File: src/rtl/chan_frame_pkg.sv
package chan_frame_pkg;
  localparam int WORD_W     = 16;
  localparam int N_WORDS    = 17;
  localparam int HDR_WORDS  = 5;
  localparam int FRAME_BITS = WORD_W * N_WORDS;
  localparam int CNT_W      = $clog2(FRAME_BITS);
  localparam int IDX_W      = $clog2(N_WORDS);
  localparam int PAY_OFS    = WORD_W * HDR_WORDS;
  localparam int RATE_W     = 8;
  localparam int MIN_BITS   = 48;
  localparam int MAX_BITS   = 192;

  typedef logic [CNT_W-1:0]  cnt_t;
  typedef logic [WORD_W-1:0] word_t;
  typedef logic [IDX_W-1:0]  idx_t;
  typedef logic [RATE_W-1:0] rate_t;

  function automatic rate_t rate_to_bits(rate_t code);
    if (code > rate_t'(MAX_BITS - MIN_BITS)) return rate_t'(MAX_BITS);
    return code + rate_t'(MIN_BITS);
  endfunction
endpackage

File: src/rtl/cfc_sync.sv
module cfc_sync #(
  parameter int N      = 3,
  parameter int STAGES = 2
) (
  input  logic         clk_i,
  input  logic         rst_ni,
  input  logic [N-1:0] d_i,
  output logic [N-1:0] q_o
);
  for (genvar g = 0; g < N; g++) begin : g_bit
    logic [STAGES-1:0] pipe_q;
    always_ff @(posedge clk_i or negedge rst_ni) begin
      if (!rst_ni) pipe_q <= '0;
      else         pipe_q <= {pipe_q[STAGES-2:0], d_i[g]};
    end
    assign q_o[g] = pipe_q[STAGES-1];
  end
endmodule

File: src/rtl/cfc_tx.sv
module cfc_tx
  import chan_frame_pkg::*;
(
  input  logic  clk_i,
  input  logic  rst_ni,
  input  logic  we_i,
  input  idx_t  addr_i,
  input  word_t wdata_i,
  input  cnt_t  cnt_i,
  input  rate_t rate_bits_i,
  output logic  sdo_o
);
  word_t mem_q [N_WORDS];

  for (genvar w = 0; w < N_WORDS; w++) begin : g_word
    always_ff @(posedge clk_i or negedge rst_ni) begin
      if (!rst_ni)                            mem_q[w] <= '0;
      else if (we_i && addr_i == idx_t'(w))   mem_q[w] <= wdata_i;
    end
  end

  idx_t  widx;
  logic [3:0] bidx;
  cnt_t  pay_pos;
  logic  pad, bit_raw;

  always_comb begin
    widx    = cnt_i[CNT_W-1:4];
    bidx    = cnt_i[3:0];
    pay_pos = cnt_i - cnt_t'(PAY_OFS);
    pad     = (cnt_i >= cnt_t'(PAY_OFS)) && (pay_pos >= cnt_t'(rate_bits_i));
    bit_raw = mem_q[widx][4'd15 - bidx];
  end

  always_ff @(posedge clk_i or negedge rst_ni) begin
    if (!rst_ni) sdo_o <= 1'b0;
    else         sdo_o <= bit_raw & ~pad;
  end
endmodule

File: src/rtl/cfc_rx.sv
module cfc_rx
  import chan_frame_pkg::*;
#(
  parameter logic [15:0] HDR_WORD = 16'hA5C3
) (
  input  logic  clk_i,
  input  logic  rst_ni,
  input  logic  go_i,
  input  cnt_t  cnt_i,
  input  logic  sdi_i,
  output word_t word_o,
  output idx_t  idx_o,
  output logic  vld_o,
  output logic  hdr_err_o,
  output logic  ok_o
);
  word_t sr_q, word_nxt;
  logic  hdr_ok_q, word_end, frame_end;

  always_comb begin
    word_nxt  = {sr_q[WORD_W-2:0], sdi_i};
    word_end  = go_i && (cnt_i[3:0] == 4'hF);
    frame_end = go_i && (cnt_i == cnt_t'(FRAME_BITS - 1));
  end

  always_ff @(posedge clk_i or negedge rst_ni) begin
    if (!rst_ni) begin
      sr_q <= '0; hdr_ok_q <= 1'b0; word_o <= '0; idx_o <= '0;
      vld_o <= 1'b0; hdr_err_o <= 1'b0; ok_o <= 1'b0;
    end else begin
      vld_o     <= 1'b0;
      hdr_err_o <= 1'b0;
      ok_o      <= frame_end && hdr_ok_q;
      if (go_i) sr_q <= word_nxt;
      if (word_end) begin
        if (cnt_i[CNT_W-1:4] == '0) begin
          hdr_ok_q  <= (word_nxt == HDR_WORD);
          hdr_err_o <= (word_nxt != HDR_WORD);
        end else if (hdr_ok_q) begin
          vld_o  <= 1'b1;
          word_o <= word_nxt;
          idx_o  <= cnt_i[CNT_W-1:4];
        end
      end
    end
  end

  AST_WORD_NEEDS_HDR: assert property (@(posedge clk_i) disable iff (!rst_ni)
    vld_o |-> hdr_ok_q);
  AST_NO_HDR_DELIVERY: assert property (@(posedge clk_i) disable iff (!rst_ni)
    vld_o |-> idx_o != '0);
  AST_ERR_EXCLUSIVE: assert property (@(posedge clk_i) disable iff (!rst_ni)
    hdr_err_o |-> !vld_o && !hdr_ok_q);
  AST_OK_AT_IDLE: assert property (@(posedge clk_i) disable iff (!rst_ni)
    ok_o |-> cnt_i == '0);
endmodule

File: src/rtl/chan_frame_codec.sv
module chan_frame_codec
  import chan_frame_pkg::*;
#(
  parameter logic [15:0] HDR_WORD = 16'hA5C3
) (
  input  logic        clk_i,
  input  logic        rst_ni,
  input  logic        tx_we_i,
  input  logic [4:0]  tx_addr_i,
  input  logic [15:0] tx_wdata_i,
  input  logic [7:0]  rate_code_i,
  input  logic        sclk_i,
  input  logic        fs_i,
  input  logic        sdi_i,
  output logic        sdo_o,
  output logic [15:0] rx_word_o,
  output logic [4:0]  rx_idx_o,
  output logic        rx_vld_o,
  output logic        hdr_err_o,
  output logic        rx_ok_o,
  output logic        frame_done_o
);
  logic [2:0] sync_q;
  logic sclk_s, fs_s, sdi_s, sclk_d, rise, go, start, last;
  cnt_t  cnt_q;
  rate_t rate_q;

  cfc_sync #(.N(3), .STAGES(2)) u_sync (
    .clk_i, .rst_ni, .d_i({sclk_i, fs_i, sdi_i}), .q_o(sync_q)
  );
  assign {sclk_s, fs_s, sdi_s} = sync_q;

  always_comb begin
    rise  = sclk_s & ~sclk_d;
    start = rise && (cnt_q == '0) && fs_s;
    go    = rise && ((cnt_q != '0) || fs_s);
    last  = (cnt_q == cnt_t'(FRAME_BITS - 1));
  end

  always_ff @(posedge clk_i or negedge rst_ni) begin
    if (!rst_ni) begin
      sclk_d <= 1'b0; cnt_q <= '0; frame_done_o <= 1'b0;
      rate_q <= rate_t'(MIN_BITS);
    end else begin
      sclk_d       <= sclk_s;
      frame_done_o <= go && last;
      if (go)    cnt_q  <= last ? '0 : cnt_q + 1'b1;
      if (start) rate_q <= rate_to_bits(rate_code_i);
    end
  end

  cfc_tx u_tx (
    .clk_i, .rst_ni, .we_i(tx_we_i), .addr_i(tx_addr_i), .wdata_i(tx_wdata_i),
    .cnt_i(cnt_q), .rate_bits_i(rate_q), .sdo_o
  );

  cfc_rx #(.HDR_WORD(HDR_WORD)) u_rx (
    .clk_i, .rst_ni, .go_i(go), .cnt_i(cnt_q), .sdi_i(sdi_s),
    .word_o(rx_word_o), .idx_o(rx_idx_o), .vld_o(rx_vld_o),
    .hdr_err_o, .ok_o(rx_ok_o)
  );

  AST_DONE_IDLE: assert property (@(posedge clk_i) disable iff (!rst_ni)
    frame_done_o |-> cnt_q == '0);
  AST_RATE_HELD: assert property (@(posedge clk_i) disable iff (!rst_ni)
    (cnt_q != '0 && $past(cnt_q) != '0) |-> $stable(rate_q));
  AST_RATE_RANGE: assert property (@(posedge clk_i) disable iff (!rst_ni)
    rate_q >= rate_t'(MIN_BITS) && rate_q <= rate_t'(MAX_BITS));
  AST_PAD_ZERO: assert property (@(posedge clk_i) disable iff (!rst_ni)
    (cnt_q >= cnt_t'(PAY_OFS) && (cnt_q - cnt_t'(PAY_OFS)) >= cnt_t'(rate_q))
      |=> !sdo_o);
endmodule

File: config.mk
export PLATFORM = sky130hd
export DESIGN_NAME = chan_frame_codec
export DESIGN_NICKNAME = d
export VERILOG_FILES = /design/src/rtl/chan_frame_pkg.sv /design/src/rtl/cfc_sync.sv /design/src/rtl/cfc_tx.sv /design/src/rtl/cfc_rx.sv /design/src/rtl/chan_frame_codec.sv
export SDC_FILE = /design/constraint.sdc
export NUM_CORES = 1
export LEC_CHECK = 0
export ABC_AREA = 1
export CAP_MARGIN = 15
export CORE_MARGIN = 2
export CORE_UTILIZATION = 41
export CTS_CLUSTER_DIAMETER = 120
export DETAILED_ROUTE_END_ITERATION = 8
export HOLD_SLACK_MARGIN = 0.06
export SETUP_SLACK_MARGIN = 0.2
export SYNTH_ARGS = -nofsm -noshare
export SYNTH_HDL_FRONTEND = slang
export SYNTH_SLANG_ARGS = --single-unit
File: constraint.sdc
create_clock -name clk_i -period 2.4 [get_ports clk_i]
set_input_delay 0.48 -clock clk_i [delete_from_list [all_inputs] [get_ports clk_i]]
set_output_delay 0.48 -clock clk_i [all_outputs]
set_load 0.01 [all_outputs]
# == After elaboration in Yosys (flattened, before gate mapping) ==
# Cells that the tools add are included.
# word_totals
reg_bits,338
latchBits,0
ram_bits,0
rom_bits,0
in_bits,35
out_inout_bits,26
wordCells,113
n_memories,0
# op_classes
n_addsub,4
multipliers,0
div_mod_pow,0
n_lt_le_gt_ge,5
n_eq_ne,20
shift,0
mux,15
bitwise,6
n_reduce_logical,31
# op_table
op,count
16-bit binary-select mux with 5-bit select,1
5-bit by 4-bit == test with 1-bit output (second input constant),8
16-bit two-way mux,2
1-bit logical AND,24
5-bit by 3-bit == test with 1-bit output (second input constant),4
16-bit == test (second input constant),1
8-bit two-way mux,2
16-bit inequality test (second input constant),1
5-bit by 2-bit == test with 1-bit output (second input constant),2
5-bit zero test,2
9-bit by 1-bit adder with 9-bit output (second input constant),1
9-bit == test (second input constant),1
9-bit by 7-bit >= comparator with 1-bit output (second input constant),1
9-bit by 8-bit >= comparator with 1-bit output,1
9-bit zero test,1
9-bit two-way mux,1
9-bit nonzero test,1
9-bit by 7-bit subtractor with 9-bit output (second input constant),1
8-bit by 6-bit adder with 8-bit output (second input constant),1
8-bit greater-than comparator (second input constant),1
1-bit two-way mux,8
6-bit >= comparator (second input constant),1
5-bit inverter with 6-bit output,1
5-bit by 1-bit == test with 1-bit output (second input constant),1
10 further kinds,13

# == Logic depth before layout (Yosys ltp) ==
# Gate-level depths: netlist of run 1.
# depth
word_depth,7
mapped_depth,19
mapped_depth_nobuf,17

# == By module ==
# From an unflattened synthesis of run 1, not the netlist that was laid out.
# hier_totals
cells_unflattened,2059
area_unflattened_um2,16190.5
# modules_own_cells
module,instances,cells_per_inst,area_per_inst_um2,seq_area_each_um2
cfc_tx,1,1713,13161.4,6831.6
cfc_rx,1,194,1745.4,1001.0
chan_frame_codec,1,143,1111.1,478.0
cfc_sync,1,9,172.7,150.1

# == Worst setup path after synthesis of run 1 ==
# No wires, ideal clock.
# synth_timing
path_kind,register to register
start,register cnt_q[4]
end,register u_rx.idx_o[4]
setup_time_ns,0.132
t_arrival_ns,2.123
required_ns,2.268
path_slack_ns,0.144
stages_incl_launch_ff,16
path_buffers,4
period_less_slack_ns,2.256
path_cell_list,dfrtp_1 -> buf_2 -> inv_2 -> buf_4 -> buf_2 -> ha_1 -> nand2_2 -> nor2_4 -> nand3_2 -> o21ai_4 -> nor2_4 -> inv_2 -> nor3_4 -> clkinv_4 -> buf_6 -> o21ai_1
# synth_between
elab_chain_len,5
elab_cells_between_ends,7
classes_between,bitwise: 1; reduce/logical: 6
# synth_lines
element,line_no,rtl
start: declaration,chan_frame_codec.sv:25,cnt_t cnt_q;
start signal: assignment,chan_frame_codec.sv:47,if (go) cnt_q <= last ? '0 : cnt_q + 1'b1;
9-bit nonzero test,chan_frame_codec.sv:36,go = rise && ((cnt_q != '0) || fs_s);
1-bit logical OR,chan_frame_codec.sv:36,
1-bit logical AND,chan_frame_codec.sv:36,
1-bit logical AND,cfc_rx.sv:22,word_end = go_i && (cnt_i[3:0] == 4'hF);
3-bit AND reduction (no line) (*),-,
end signal: assignment,cfc_rx.sv:42,idx_o <= cnt_i[CNT_W-1:4];
end: declaration,cfc_rx.sv:12,"output idx_t idx_o,"
# Mark *: on every way between the ends. The rest lies on a longest branch, timed or not.
# A chain may end at the register's enable or synchronous reset.

# == Final worst setup path of run 1 ==
# Same ends and word-level chain as after synthesis.

==> results.yml, run 1 <==
timing:
  period_share_pct: 91.7
  holdWs_ns: 0.350
  finalHoldViolCount: 0
  finalCriticalPeriod_ns: 2.20
  finalSetupTns_ns: 0
  worst-slew-pin-transition_ns: 0.631
  fmax_ghz: 0.454
  rsz0062_at_grt: "true"
  setup_violations: 0
  slew_headroom_pct: 57.9
  slew_violations: 0
  fin_ws_ns: 0.200
  fin_skew_ns: 0.0184
clock_tree:
  numCtsBuffers: 39
  tritoncts: "yes"
  clk_latency_ns: 0.55
  cts_buffer_depth: 3
  path_clk_slew_ns: 0.06
  h-tree-depth: 2
  cts_sinks: 338
  cts-root-buf: "clkbuf_16"
global_route:
  use_met1_pct: 31.7
  grt_use_met3_pct: 4.05
  met2_usage_pct: 35.8
  overflow: 0
  grt_use_total_pct: 22.7
  grt_start_max_net_pins: 65
  grt-busiest-layer: "met2"
  grt_pass1_wl_mm: 72.3
  grt_antenna_before_repair: 0
  grt_pass1_vias: 12737
worst_setup_path:
  crit_type: "reg2reg"
  path_cells: "clkinv_8 -> ha_4 -> nand2_4 -> nor2_4 -> nand3_2 -> o21ai_4 -> nor2_4 -> inv_2 -> nor3_4 -> clkinv_4 -> clkbuf_16 -> nand2_2 -> o21ai_1"
  cp.arrival_ns: 2.62
  end_kind: "register"
  crit_fanout: 7
  ff2ff_path_depth: 13
  slowest_delay_ns: 0.53
  crit_slowest_cell: "dfrtp_4"
  cp.depth: 13
  cp-start-kind: "register"
  required_ns: 2.82
  critPathTopFamily: "simple AND/OR/NAND/NOR gates"
  critical_path_buf_inv_count: 4
  crit_top_cell: "nor2_4"
power:
  cellPowerDensity_nw_per_um2: 945
  peakVddDrop_uv: 558
  power_mw: 18.1
  p_leak_nw: 9.19
flow_run:
  cap_violations: 0
drt:
  firstDrtPassIters: 6
  antenna_left: 0
  drcViolationCount: 0
  wl_mm: 46.0
  vias: 13373
  drtIter0Drc: 988
  viasPerCell: 5.15
  wire_per_inst_um: 17.7
logic_synthesis:
  ys_types: 40
  synth_fp_nets: 2044
  netlist_instances: 1993
  avgSynthCellArea_sq_um: 7.91
  synth_area_sq_um: 15800
  yosysWarnings: 0
  ys_seq_area_share_pct: 53.7
  ys_ff_latch: 338
die:
  placementRows: 71
  die_h_um: 200
  fp.dieW_um: 200
  coreArea_sq_um: 37800
  num_io_pins: 61
  initial_utilization_pct: 41.8
  die_area_sq_um: 40000
placed_design:
  dp.cells: 2514
  port_buffers: 60
  hpwlAfterDp_mm: 28.7
  post-place-ws_ns: 0.0231
  placed_cell_area_sq_um: 17300
  gp_congestion: 0.841
finish:
  area_growth_pct: 21.3
  final_util_pct: 50.7
  final_cell_mix: "601 x nand2_1, 368 x o21ai_0, 333 x dfrtp_1"
  num-fill-cells: 3585
  antenna_cells: 0
  final_cell_count_no_fill: 2599
  layout.nets: 2109
  fin_area_sq_um: 19100
  drive_above_1_share_pct: 10.7
  mostFrequentLayoutCell: "nand2_1"
min_path:
  min_path_cells: 0
  hold_path.class: "reg2reg"
status:
  status: "complete, no violations"
-- cell usage after synthesis --
| master | n | area [sq um] |
|---|---|---|
| buf_1 | 3 | 11.3 |
| o211ai_1 | 1 | 7.51 |
| nand3b_1 | 1 | 7.51 |
| clkinv_4 | 1 | 8.76 |
| o21ai_4 | 1 | 16.3 |
| nand3_2 | 1 | 10.0 |
| dfrtp_1 | 336 | 8410 |
| o21ai_2 | 19 | 166 |
| nor3_1 | 23 | 115 |
| a41oi_1 | 2 | 17.5 |
| nor2_4 | 3 | 33.8 |
| a21boi_0 | 1 | 7.51 |
| nor3b_1 | 1 | 7.51 |
| nor2_1 | 221 | 830 |
| clkbuf_1 | 82 | 308 |
| xor2_1 | 3 | 26.3 |
| buf_2 | 29 | 145 |
| o21ai_0 | 370 | 1850 |
| ha_1 | 16 | 200 |
| nor4_1 | 5 | 31.3 |
| inv_4 | 1 | 6.26 |
| buf_4 | 6 | 45.0 |
| nor2_2 | 2 | 12.5 |
| o22ai_1 | 3 | 18.8 |
| xnor2_1 | 2 | 17.5 |
| o21ai_1 | 7 | 35.0 |
| nand2_2 | 1 | 6.26 |
| dfstp_2 | 2 | 52.6 |
| buf_6 | 6 | 67.6 |
| nor3_4 | 1 | 16.3 |
| o31ai_1 | 1 | 7.51 |
| a21oi_1 | 29 | 145 |
| inv_1 | 130 | 488 |
| a31oi_1 | 1 | 6.26 |
| nand3_1 | 53 | 265 |
| nand4_1 | 1 | 6.26 |
| or2_2 | 2 | 12.5 |
| nand2_1 | 622 | 2330 |
| inv_2 | 3 | 11.3 |
| clkinv_1 | 1 | 3.75 |
-- path summary, 6_finish.rpt --
check | startpoint | endpoint | slack [ns]
hold / removal | u_sync.g_bit[2].pipe_q[0]$_DFF_PN0_ | u_sync.g_bit[2].pipe_q[1]$_DFF_PN0_ | 0.35
setup / recovery | cnt_q[4]$_DFFE_PN0N_ | u_rx.idx_o[4]$_DFFE_PN0P_ | 0.20
setup reg to reg | cnt_q[4]$_DFFE_PN0N_ | u_rx.idx_o[4]$_DFFE_PN0P_ | 0.20
min in group asynchronous | rst_ni | u_tx.mem_q[131]$_DFFE_PN0P_ | 0.44
hold reg to reg | u_sync.g_bit[2].pipe_q[0]$_DFF_PN0_ | u_sync.g_bit[2].pipe_q[1]$_DFF_PN0_ | 0.35
max in group asynchronous | rst_ni | u_tx.mem_q[190]$_DFFE_PN0P_ | 1.16
-- state kept, by name, summed over array words and instances (netlist names) --
signal / flops
u_rx.hdr_err_o: 1
u_rx.sr_q: 15
u_rx.hdr_ok_q: 1
u_tx.mem_q: 272
u_sync.g_bit.pipe_q: 6
frame_done_o: 1
cnt_q: 9
u_tx.sdo_o: 1
u_rx.word_o: 16
u_rx.idx_o: 5
sclk_d: 1
u_rx.ok_o: 1
rate_q: 8
u_rx.vld_o: 1
-- final cells by class --
class / count / area [sq um] / share of cell area [%]
Multi-Input combinational cell: 1393 / 6390 / 33.4
Timing Repair Buffer: 150 / 1750 / 9.14
Clock inverter: 16 / 200 / 1.05
Inverter: 136 / 538 / 2.81
Sequential cell: 338 / 8470 / 44.3
Tap cell: 511 / 639 / 3.34
Clock buffer: 55 / 1150 / 6.00
-- report_power, final --
part           switching, mW  internal, mW
Clock                   2.43          3.77
Sequential             0.628          6.79
Combinational           2.75          1.70
Total                   5.81          12.3
-- repair_timing --
item,CTS,global route
pin swaps,0,6
gates cloned,0,9
buffers inserted,1,3
resized for setup,3,63
hold endpoints to repair,36,0
hold buffers,1,0
setup endpoints to repair,1,22
-- logic make-up after synthesis --
family | count (synthesis) | synth area share (%)
AOI/OAI and AO/OA | 435 | 14.5
xor gates and xnor gates | 5 | 0.278
DFF | 338 | 53.7
and+or+nand+nor | 937 | 23.4
adders and majority gates | 16 | 1.27
buffers and inverters | 262 | 6.94
-- routing by layer --
layer	vias up	part of all wire [%]
li1	6467	-
met1	6459	45
met2	369	46
met3	78	6.1
met4	0	2.9
met5	-	0
Note: power is estimated with default switching activity, not from simulation.
==> inputs of run 2 (changes only) <==
--- a/config.mk
+++ b/config.mk
@@ -12,6 +12,7 @@
 export CTS_CLUSTER_DIAMETER = 120
 export DETAILED_ROUTE_END_ITERATION = 8
 export HOLD_SLACK_MARGIN = 0.06
+export PLACE_DENSITY = 0.64
 export SETUP_SLACK_MARGIN = 0.2
 export SYNTH_ARGS = -nofsm -noshare
 export SYNTH_HDL_FRONTEND = slang
==> results.yml, run 2 (synthesis gave the netlist of run 1 again) <==
clock_tree:
  path_clk_slew_ns: 0.06
  numCtsBuffers: 36
  clk_latency_ns: 0.52
  h-tree-depth: 2
  cts_sinks: 338
  tritoncts: "yes"
  cts-root-buf: "clkbuf_16"
  cts_buffer_depth: 3
power:
  p_comb_share_pct: 26.1
  p_clk_share_pct: 32.0
  cellPowerDensity_nw_per_um2: 939
  netSwitchingFraction_pct: 32.3
  switching_power_mw: 5.71
  p_leak_nw: 9.09
  p_int_mw: 12.0
  seq_power_share_pct: 41.9
  peakVddDrop_uv: 492
drt:
  antenna_left: 0
  drtIter0Drc: 1201
  firstDrtPassIters: 5
  wire_per_inst_um: 17.8
  vias: 13409
  drcViolationCount: 0
  wl_mm: 45.9
  viasPerCell: 5.19
global_route:
  grt_pass1_vias: 12602
  grt_use_total_pct: 22.5
  grt_start_max_net_pins: 61
  grt_antenna_before_repair: 0
  grt_pass1_wl_mm: 71.7
  overflow: 0
finish:
  top_regs: "u_tx.mem_q (272), u_rx.word_o (16), u_rx.sr_q (15)"
  mostFrequentLayoutCell: "nand2_1"
  antenna_cells: 0
  final_cell_mix: "618 x nand2_1, 370 x o21ai_0, 333 x dfrtp_1"
  area_growth_pct: 19.4
  largest-register: "u_tx.mem_q"
  layout.nets: 2102
  num-fill-cells: 3641
  largest_reg_flops: 272
  drive_above_1_share_pct: 9.07
  final_util_pct: 49.8
timing:
  worst-slew-pin-transition_ns: 0.656
  slew_violations: 0
  fmax_ghz: 0.466
  period_share_pct: 89.4
  finalCriticalPeriod_ns: 2.15
  finalHoldViolCount: 0
  slew_headroom_pct: 56.2
  fin_skew_ns: 0.0106
  rsz0062_at_grt: "true"
  setup_violations: 0
  finalSetupTns_ns: 0
placed_design:
  hpwlAfterDp_mm: 28.3
  port_buffers: 60
  gp_congestion: 0.874
worst_setup_path:
  end_kind: "register"
  crit_fanout: 13
  r2r_slack_ns: 0.25
  crit_type: "reg2reg"
  required_ns: 2.80
  cp-start-kind: "register"
  cp.arrival_ns: 2.55
min_path:
  hold_path.class: "reg2reg"
status:
  status: "complete, no violations"
die:
  die_area_sq_um: 40000
  fp.dieW_um: 200
  num_io_pins: 61
  initial_utilization_pct: 41.8
  coreArea_sq_um: 37800
  die_h_um: 200
  placementRows: 71
flow_run:
  cap_violations: 0
==> run 2: routing by layer <==
metal  track usage (%)  share of wire, %
met5                 0                 0
met4              6.80               2.6
met3              3.66               6.1
met2              35.6                46
met1              31.7                46
==> run 2: final timing paths <==
| check | startpoint | to | cells past startpoint |
|---|---|---|---|
| max | cnt_q[4]$_DFFE_PN0N_ | u_tx.sdo_o$_DFF_PN0_ | 10 |
| min | u_sync.g_bit[2].pipe_q[0]$_DFF_PN0_ | u_sync.g_bit[2].pipe_q[1]$_DFF_PN0_ | 0 |
| max reg2reg | cnt_q[4]$_DFFE_PN0N_ | u_tx.sdo_o$_DFF_PN0_ | 10 |
| min reg2reg | u_sync.g_bit[2].pipe_q[0]$_DFF_PN0_ | u_sync.g_bit[2].pipe_q[1]$_DFF_PN0_ | 0 |
| max in group asynchronous | rst_ni | u_tx.mem_q[145]$_DFFE_PN0P_ | 3 |
| min in group asynchronous | rst_ni | u_tx.mem_q[131]$_DFFE_PN0P_ | 2 |
==> run 2: power groups by stage <==
| stage | clock network, mW | registers (mW) | logic [mW] |
|---|---|---|---|
| 5_1_grt | 5.98 | 7.53 | 5.24 |
| 3_3_place_gp | 0 | 7.43 | 4.21 |
| 3_5_place_dp | 0 | 7.47 | 4.29 |
| 2_1_floorplan | 0 | 7.32 | 2.97 |
| 6_report | 5.65 | 7.41 | 4.61 |
| 4_1_cts | 5.73 | 7.38 | 4.32 |
==> run 2: cell type report <==
cell class	count	area, sq um	share of cell area [%]
Inverter	136	551	2.93
Timing Repair inverter	2	23.8	0.126
Clock buffer	51	1030	5.47
Clock inverter	9	145	0.771
Timing Repair Buffer	144	1700	9.05
Multi-Input combinational cell	1393	6260	33.3
Tap cell	511	639	3.40
Sequential cell	338	8470	45.0
==> run 2: stage by stage <==
step / hold WS (ns) / setup WS, ns / instance area, sq um / total power, mW / cells
2_1_floorplan: 0.184 / 0.200 / 15800 / 10.3 / 1993
4_1_cts: 0.351 / 0.206 / 18500 / 17.4 / 2570
5_1_grt: 0.359 / 0.142 / 18800 / 18.7 / 2584
6_report: 0.347 / 0.253 / 18800 / 17.7 / 2584
3_5_place_dp: 0.338 / 0.106 / 17300 / 11.8 / 2509
3_3_place_gp: 0.335 / 0.146 / 17300 / 11.6 / 2509
==> run 2: critical path, stage by stage, from the launching register on <==
cell	delay, ns
dfrtp_4	0.55
inv_8	0.15
buf_4	0.22
ha_1	0.21
xnor2_1	0.09
ha_1	0.30
nand3_1	0.07
nand2_1	0.07
nand2_1	0.05
a31oi_1	0.23
nor2_1	0.08
==> run 2: what timing repair did <==
action | 4_1_cts | 5_1_grt
resized for setup | 1 | 28
setup buffers | 0 | 6
setup endpoints to repair | 21 | 38
gates cloned | 0 | 8
pin swaps | 0 | 4
hold buffers | 1 | 0
hold endpoints to repair | 52 | 0
==> inputs of run 3 (changes only) <==
--- a/config.mk
+++ b/config.mk
@@ -8,11 +8,11 @@
 export ABC_AREA = 1
 export CAP_MARGIN = 15
 export CORE_MARGIN = 2
-export CORE_UTILIZATION = 41
+export CORE_UTILIZATION = 55
 export CTS_CLUSTER_DIAMETER = 120
 export DETAILED_ROUTE_END_ITERATION = 8
 export HOLD_SLACK_MARGIN = 0.06
-export PLACE_DENSITY = 0.64
+export PLACE_DENSITY = 0.8
 export SETUP_SLACK_MARGIN = 0.2
 export SYNTH_ARGS = -nofsm -noshare
 export SYNTH_HDL_FRONTEND = slang
==> results.yml, run 3 (synthesis gave the netlist of run 1 again) <==
status:
  status: "complete, no violations"
global_route:
  grt_use_met3_pct: 4.65
  grt_use_total_pct: 28.0
  overflow: 0
  grt_start_max_net_pins: 89
  use_met1_pct: 36.9
  met2_usage_pct: 47.4
  grt-busiest-layer: "met2"
  grt_pass1_vias: 13360
  grt_antenna_before_repair: 0
  grt_pass1_wl_mm: 68.5
timing:
  finalCriticalPeriod_ns: 2.17
  fin_skew_ns: 0.0172
  slew_headroom_pct: 56.4
  finalHoldViolCount: 0
  period_share_pct: 90.2
  worst-slew-pin-transition_ns: 0.653
  finalSetupTns_ns: 0
  slew_violations: 0
  rsz0062_at_grt: "true"
  fmax_ghz: 0.462
  setup_violations: 0
power:
  seq_power_share_pct: 41.6
  p_clk_share_pct: 31.8
  p_int_mw: 12.0
  switching_power_mw: 5.91
  p_comb_share_pct: 26.6
  cellPowerDensity_nw_per_um2: 962
  power_mw: 18.0
  peakVddDrop_uv: 696
  netSwitchingFraction_pct: 32.9
  p_leak_nw: 9.07
clock_tree:
  cts_sinks: 338
  cts_buffer_depth: 3
  numCtsBuffers: 36
  cts-root-buf: "clkbuf_16"
  clk_latency_ns: 0.51
  path_clk_slew_ns: 0.06
  h-tree-depth: 2
  tritoncts: "yes"
finish:
  largest_reg_flops: 272
  largest-register: "u_tx.mem_q"
  area_growth_pct: 18.4
  ff_latch_area_sq_um: 8470
  final_cell_mix: "616 x nand2_1, 352 x o21ai_0, 334 x dfrtp_1"
  drive_above_1_share_pct: 9.72
  top_regs: "u_tx.mem_q (272), u_rx.word_o (16), u_rx.sr_q (15)"
  final_util_pct: 66.7
  num-fill-cells: 2173
  antenna_cells: 0
  mostFrequentLayoutCell: "nand2_1"
  multi_input_area_sq_um: 6280
  layout.nets: 2104
  final_cell_count_no_fill: 2457
  fin_area_sq_um: 18700
drt:
  vias: 13987
  drtIter0Drc: 1639
  firstDrtPassIters: 8
  antenna_left: 0
  wire_per_inst_um: 18.2
  viasPerCell: 5.69
  drcViolationCount: 0
  wl_mm: 44.6
placed_design:
  hpwlAfterDp_mm: 25.7
  placed_cell_area_sq_um: 16900
  port_buffers: 60
  gp_congestion: 0.926
  dp.cells: 2365
die:
  num_io_pins: 61
  die_area_sq_um: 30000
  initial_utilization_pct: 56.3
  die_h_um: 173
  fp.dieW_um: 173
  coreArea_sq_um: 28000
  placementRows: 61
worst_setup_path:
  crit_top_cell: "nand2_1"
  cp.arrival_ns: 2.57
  slowest_delay_ns: 0.56
  path_cells: "buf_4 -> clkbuf_16 -> nor2_1 -> nor2_1 -> o21ai_0 -> nand2_1 -> nand2_1 -> nand2_1 -> nand3_1 -> nand2_1 -> nand2_1 -> nand2_1 -> inv_1 -> nand2_1 -> nand2_1 -> inv_1 -> nand2_1 -> nor2_1"
  crit_type: "reg2reg"
  crit_slowest_cell: "dfrtp_4"
  ff2ff_path_depth: 18
  cp-start-kind: "register"
  end_kind: "register"
  required_ns: 2.81
  crit_fanout: 22
min_path:
  hold_path.class: "reg2reg"
  min_path_cells: 0
flow_run:
  cap_violations: 0
[run 3: worst paths after layout]
check | startpoint | slack, ns | end
min in group asynchronous | rst_ni | 0.43 | u_tx.mem_q[129]$_DFFE_PN0P_
worst min-delay path | u_sync.g_bit[2].pipe_q[0]$_DFF_PN0_ | 0.35 | u_sync.g_bit[2].pipe_q[1]$_DFF_PN0_
max in group asynchronous | rst_ni | 1.26 | u_tx.mem_q[251]$_DFFE_PN0P_
worst max register to register | cnt_q[4]$_DFFE_PN0N_ | 0.23 | u_tx.sdo_o$_DFF_PN0_
worst min register to register | u_sync.g_bit[2].pipe_q[0]$_DFF_PN0_ | 0.35 | u_sync.g_bit[2].pipe_q[1]$_DFF_PN0_
worst max-delay path | cnt_q[4]$_DFFE_PN0N_ | 0.23 | u_tx.sdo_o$_DFF_PN0_
[run 3: per-stage QoR]
stage | setup slack [ns] | hold slack [ns]
3_5_place_dp | 0.140 | 0.336
2_1_floorplan | 0.200 | 0.184
4_1_cts | 0.156 | 0.350
3_3_place_gp | 0.204 | 0.335
6_report | 0.234 | 0.349
5_1_grt | 0.110 | 0.352
[run 3: power by group through the flow]
stage | registers, mW | logic (mW) | clock network (mW)
2_1_floorplan | 7.32 | 2.97 | 0
3_3_place_gp | 7.44 | 3.93 | 0
3_5_place_dp | 7.49 | 4.07 | 0
4_1_cts | 7.41 | 4.14 | 5.75
5_1_grt | 7.58 | 5.35 | 6.00
6_report | 7.47 | 4.78 | 5.70
[run 3: area by class of cell]
| class | count | share of cell area (%) |
|---|---|---|
| sequential | 338 | 45.3 |
| multi-input combinational | 1393 | 33.6 |
| timing repair buffer | 143 | 8.69 |
| clock buffer | 50 | 5.66 |
| inverter | 136 | 2.98 |
| tap | 378 | 2.53 |
| clock inverter | 14 | 0.885 |
| timing repair inverter | 5 | 0.275 |
[run 3: per-layer routing]
| metal | part of all wire, % | vias to the layer above |
|---|---|---|
| li1 | - | 6464 |
| met1 | 40 | 6698 |
| met2 | 48 | 700 |
| met3 | 8.9 | 125 |
| met4 | 3.5 | 0 |
| met5 | 0 | - |
[run 3: critical path, delay by kind of cell (launching register included)]
family | cells | cell delay, ns
compound gates | 1 | 0.08
simple gates | 13 | 0.90
flops | 1 | 0.56
buf+inv | 4 | 0.50
[run 3: repair_timing]
item                       in CTS  in global routing
setup endpoints to repair      21                 25
gates cloned                    0                 14
hold endpoints to repair       31                  0
hold buffers                    1                  0
setup buffers                   0                 13
resized for setup               3                 58
pin swaps                       0                  6
